**config.mk**
```make
export PLATFORM = sky130hd
export DESIGN_NAME = nbit_addr_filter
export DESIGN_NICKNAME = d
export VERILOG_FILES = /design/src/rtl/nbit_addr_filter.sv
export SDC_FILE = /design/constraint.sdc
export NUM_CORES = 1
export LEC_CHECK = 0
export BUFFER_PORTS_ARGS = -buffer_cell sky130_fd_sc_hd__buf_4
export CAP_MARGIN = 20
export CORE_UTILIZATION = 40
export DETAILED_ROUTE_END_ITERATION = 10
export GPL_TIMING_DRIVEN = 0
export HOLD_SLACK_MARGIN = 0.1
export PLACE_DENSITY = 0.87
export SLEW_MARGIN = 30
export SYNTH_ARGS = -nofsm -noshare
export SYNTH_HDL_FRONTEND = slang
export SYNTH_SLANG_ARGS = --single-unit
```
**constraint.sdc**
```tcl
create_clock -name clk -period 1.8 [get_ports clk]
set_clock_uncertainty 0.05 [all_clocks]
set_input_delay 0.36 -clock clk [delete_from_list [all_inputs] [get_ports clk]]
set_output_delay 0.36 -clock clk [all_outputs]
set_load 0.02 [all_outputs]
```
**src/rtl/nbit_addr_filter.sv**
```systemverilog
module nbit_addr_filter #(
  parameter int DW = 8
) (
  input  logic          clk,
  input  logic          rst_n,
  input  logic          rx_valid,
  input  logic [DW:0]   rx_char,
  input  logic          md_en,
  input  logic          aad_en,
  input  logic          rx_hold,
  input  logic          rearm,
  input  logic [DW-1:0] match_addr,
  input  logic [DW-1:0] tx_data,
  input  logic          tx_par_en,
  input  logic          tx_even,
  input  logic          tx_stick,
  output logic          wr_en,
  output logic [DW-1:0] wr_data,
  output logic          wr_addr_flag,
  output logic          tx_bit9
);

  logic md_q, aad_q, gate_q;
  logic is_addr, addr_hit, md_act, arm, keep;

  assign is_addr  = rx_char[DW];
  assign addr_hit = (rx_char[DW-1:0] == match_addr);
  assign md_act   = md_en & ~aad_en;
  assign arm      = rearm | (md_act & ~md_q) | (aad_en & ~aad_q);

  always_comb begin
    if (aad_en)      keep = is_addr ? addr_hit : gate_q;
    else if (md_act) keep = is_addr | gate_q | ~rx_hold;
    else             keep = 1'b1;
  end

  always_ff @(posedge clk) begin
    if (!rst_n) begin
      md_q         <= 1'b0;
      aad_q        <= 1'b0;
      gate_q       <= 1'b0;
      wr_en        <= 1'b0;
      wr_data      <= '0;
      wr_addr_flag <= 1'b0;
    end else begin
      md_q  <= md_act;
      aad_q <= aad_en;
      if (arm)                     gate_q <= 1'b0;
      else if (rx_valid && is_addr) gate_q <= aad_en ? addr_hit : 1'b1;
      wr_en <= rx_valid & keep;
      if (rx_valid && keep) begin
        wr_data      <= rx_char[DW-1:0];
        wr_addr_flag <= is_addr;
      end
    end
  end

  assign tx_bit9 = !tx_par_en ? 1'b0 :
                   tx_stick   ? ~tx_even :
                   tx_even    ? ^tx_data : ~^tx_data;

  AST_WR_AFTER_VALID: assert property (@(posedge clk) disable iff (!rst_n)
    wr_en |-> $past(rx_valid));
  AST_FLAG_IS_BIT9: assert property (@(posedge clk) disable iff (!rst_n)
    wr_en |-> (wr_addr_flag == $past(rx_char[DW])));
  AST_PASS_ALL: assert property (@(posedge clk) disable iff (!rst_n)
    (rx_valid && !md_en && !aad_en) |=> (wr_en && wr_data == $past(rx_char[DW-1:0])));
  AST_MD_ADDR_KEPT: assert property (@(posedge clk) disable iff (!rst_n)
    (rx_valid && md_en && !aad_en && rx_char[DW]) |=> (wr_en && wr_addr_flag));
  AST_MD_OPEN_NO_HOLD: assert property (@(posedge clk) disable iff (!rst_n)
    (rx_valid && md_en && !aad_en && !rx_hold) |=> wr_en);
  AST_AAD_FOREIGN_DROP: assert property (@(posedge clk) disable iff (!rst_n)
    (rx_valid && aad_en && rx_char[DW] && rx_char[DW-1:0] != match_addr) |=> !wr_en);
  AST_STICK_BIT: assert property (@(posedge clk) disable iff (!rst_n)
    (tx_par_en && tx_stick) |-> (tx_bit9 != tx_even));
  AST_NO_PARITY_ZERO: assert property (@(posedge clk) disable iff (!rst_n)
    !tx_par_en |-> !tx_bit9);

endmodule

```
[Word level (Yosys, flattened, before mapping)]
Cells that the tools add are included.
Word-level totals
  flip-flop bits (word level): 13
  bits of input ports: 35
  word-level logic and storage cells: 33
Cells by class
  eq/ne operators: 1
  multiplexer cells: 7
  bitwise operators: 14
  reductions and logical operators: 5
Operators with widths (number)
  == test 8 bit: 1
  XNOR reduction 8 bit: 1
  parity 8 bit: 1
  2-to-1 mux 1 bit: 7
  NOT 1 bit: 6
  AND 1 bit: 4
  OR 1 bit: 4
  logical AND 1 bit: 2
  OR reduction 2 bit: 1

[Logic depth before layout (Yosys ltp)]
  depth in word-level cells: 6
  gate-level depth with buffers: 6
  mapped depth without buffers: 5

[Worst setup path after synthesis]
No wires, ideal clock.
  path kind: input port to output port
  start: input port tx_data[7]
  end: output port tx_bit9
  data arrival time: 1.296 ns
  path slack: 0.094 ns
  cell stages on the path: 5
  buffers on the path: 0
  cell sequence: xor2_1 > xnor2_1 > xnor2_1 > or3_1 > and3_1
Between the ends
  cells in the longest elaborated chain, start to end: 4
  elaborated cells on any way between the ends: 5
Ends and longest elaborated chain
  start, declared: line 13  | input logic [DW-1:0] tx_data,
  XNOR reduction 8 bit or parity 8 bit (tied branches): line 60  | tx_even ? ^tx_data : ~^tx_data;
  2-to-1 mux 1 bit *: line 60
  2-to-1 mux 1 bit *: line 59  | tx_stick ? ~tx_even :
  2-to-1 mux 1 bit *: line 58  | assign tx_bit9 = !tx_par_en ? 1'b0 :
  end, declared: line 20  | output logic tx_bit9
Every way passes the cells marked *; elsewhere a longest branch is shown, timed or not.

[Worst setup path after layout]
  start: input port tx_data[1]
  end: output port tx_bit9
The elaborated chain is that of the path after synthesis.

==> run summary <==
WHS Endpoint -> gate_q
Max Cap Viol -> 0
Reg2Reg Depth -> 4
met3 WL -> 149 µm
Syn Std Cell Area -> 708 µm²
DRC -> 5
CP Capture Type -> output pin
clk buf depth -> 2
met2 WL -> 1070 µm
crit-path max FO -> 2
chip width -> 44.1 µm
Clock transition at path regs -> 0.07 ns
slowest CP cell -> or3_1
crit share post-route -> 106%
routed vias -> 727
DIE AREA -> 1940 µm²
IO Count -> 46
R2R Path Start -> gate_q
H-tree depth -> 1
Synth top area share -> 36.7%
Crit path arrival time -> 1.50 ns
Total Routed Length -> 1940 µm
IR drop worst, VDD -> 0.000404 V
grt ovf -> 0
Placement Rows -> 14
clk sinks -> 13
DR pass1 iterations -> 7
Top FF cell, synth -> dfxtp_1
Met1 Wirelength -> 680 µm
WL/cell -> 13.4 µm
clock root buffer -> clkbuf_4
EDFF count, synth -> 0
nets -> 165
fmax -> 524 MHz
GRT Resource Usage Total -> 22.7%
worst reg2reg setup slack -> 0.60 ns
RR Endpoint -> wr_data[6]
DR top layer -> met4
vias per cell -> 5.01
DP HPWL -> 1580 µm
Antenna Nets Post-Route -> 0
Hold Fails Final Rpt -> 0
status -> complete, but fails checks
CP startpoint kind -> input pin
WS Path Type -> input pin to output pin
vias in the first global route -> 767
initial antenna violation count -> 0
layout cell share with drive strength beyond 1 -> 41.1%
Post-synth ARST share -> 0%
gpl congestion -> 0.755
cells after synthesis -> 81
Net Count, Synth -> 116
#FFs+latches synth -> 13
largest net degree at the start of global routing -> 11
Max stage delay on crit path -> 0.32 ns
sequential area share after synthesis -> 36.7%
Leakage -> 0.000515 µW
final worst path period need -> 1.91 ns
Core ar. -> 1580 µm²
HP Class -> input pin to register
CP cell instances -> buf_6 -> xor2_2 -> xnor2_1 -> xnor2_1 -> or3_1 -> and3_4 -> buf_6
RSZ-0062 raised after global routing -> true
area leader, netlist -> dfxtp_1
required time of the critical path -> 1.39 ns
Worst-Skew Late Latency -> 0.28 ns
starting density of the core -> 44.9%
Post-CTS Setup Inserts -> 0
DR iter-0 viols -> 14
Area Overhead vs Synth -> 58.7%
pwr dens -> 620 nW/µm²
TNS Setup -> -0.109 ns
fillers -> 128
Ant. Diodes -> 0
Worst Hold Depth -> 2
Die Y -> 44.1 µm
distinct cell type count after synthesis -> 20
Rel. slew slack -> 71.7%
final worst slack -> -0.109 ns
top post-synthesis cells by area -> dfxtp_1, xor2_1, nand2_1
min-delay src -> rearm
Hold Slack -> 0.212 ns
CTS tree -> done
# setup viols final -> 1
Hold Buf Count CTS -> 0
CTS buffer count -> 3
Layout Utilization -> 71.3%
max-slew violation count -> 0
first-pass GRT wire length -> 3110 µm
failing checks -> DRC, setup timing
Yosys Warn Count -> 0
Slew @ Worst Pin -> 0.425 ns
Avg Inst Size Synth -> 8.74 µm²
commonest cells in the netlist -> nand2_1, dfxtp_1, xor2_1, mux2i_1, xnor2_1
# port buffers -> 44
most common cell in the netlist -> nand2_1
layer usage:
metal,GRT usage (%),up-vias
li1,-,361
met1,21.5,325
met2,44.4,36
met3,6.12,5
met4,10.3,0
met5,0,-
registers in the layout, indices dropped and copies added, names as in the netlist:
register      flops
aad_q             1
gate_q            1
md_q              1
wr_addr_flag      1
wr_data           8
wr_en             1
timing repair:
action / in CTS / in global routing
pin swaps: 2 / 2
setup endpoints to repair: 1 / 1
gates resized for setup: 5 / 2
stage by stage:
step	instances	setup slack, ns	power (µW)	instance area, µm²
after floorplan	81	0.0940	410	708
after global placement	141	-0.117	504	1060
after detailed placement	141	-0.157	511	1060
after CTS	145	-0.102	692	1110
after global routing	145	-0.135	733	1120
final	145	-0.109	696	1120
placed cells by master (no fill, tap or decap), types with 3 or more instances in the layout:
| master | count |
|---|---|
| clkbuf_4 | 3 |
| xnor2_1 | 3 |
| nand2_1 | 22 |
| clkbuf_1 | 3 |
| xor2_1 | 9 |
| mux2i_1 | 8 |
| buf_4 | 41 |
| a21oi_1 | 4 |
| buf_6 | 4 |
| dfxtp_1 | 13 |
worst max path at each step:
stage,from,to,slack [ns],cells past startpoint
CTS,tx_data[7],tx_bit9,-0.10,7
floorplan,tx_data[7],tx_bit9,0.09,5
detailed placement,tx_data[1],tx_bit9,-0.16,7
global placement,tx_data[7],tx_bit9,-0.12,7
global route,tx_data[7],tx_bit9,-0.14,7
finish,tx_data[1],tx_bit9,-0.11,7
cell families (layout without fill, tap and decap cells):
family / Yosys count / in the layout / share of synthesized area (%)
flip-flops: 13 / 13 / 36.7
multiplexers: 8 / 8 / 11.3
XOR/XNOR: 15 / 15 / 18.6
buffers and inverters: 5 / 53 / 3.71
AND/OR/NAND/NOR: 31 / 31 / 19.3
AO/OA/AOI/OAI: 9 / 9 / 10.4
cell type report:
type / instances / area, µm² / share of cell area (%)
timing repair buffer: 44 / 342 / 30.4
inverter: 2 / 7.51 / 0.668
tap: 16 / 20.0 / 1.78
multi-input combinational: 63 / 449 / 40.0
buffer: 3 / 18.8 / 1.67
clock buffer: 4 / 26.3 / 2.34
sequential: 13 / 260 / 23.2
worst max-delay path, delay by kind of cell:
| kind | cells | cell delay, ns |
|---|---|---|
| xor gates and xnor gates | 3 | 0.44 |
| buffers and inverters | 2 | 0.22 |
| and+or+nand+nor | 2 | 0.48 |
power by group:
part | leakage (µW) | total [µW] | internal, µW | switching (µW)
Clock | 0.0000150 | 178 | 86.1 | 91.8
Sequential | 0.000106 | 306 | 300 | 6.12
Combinational | 0.000394 | 212 | 118 | 93.9
Note: power is estimated with default switching activity, not from simulation.
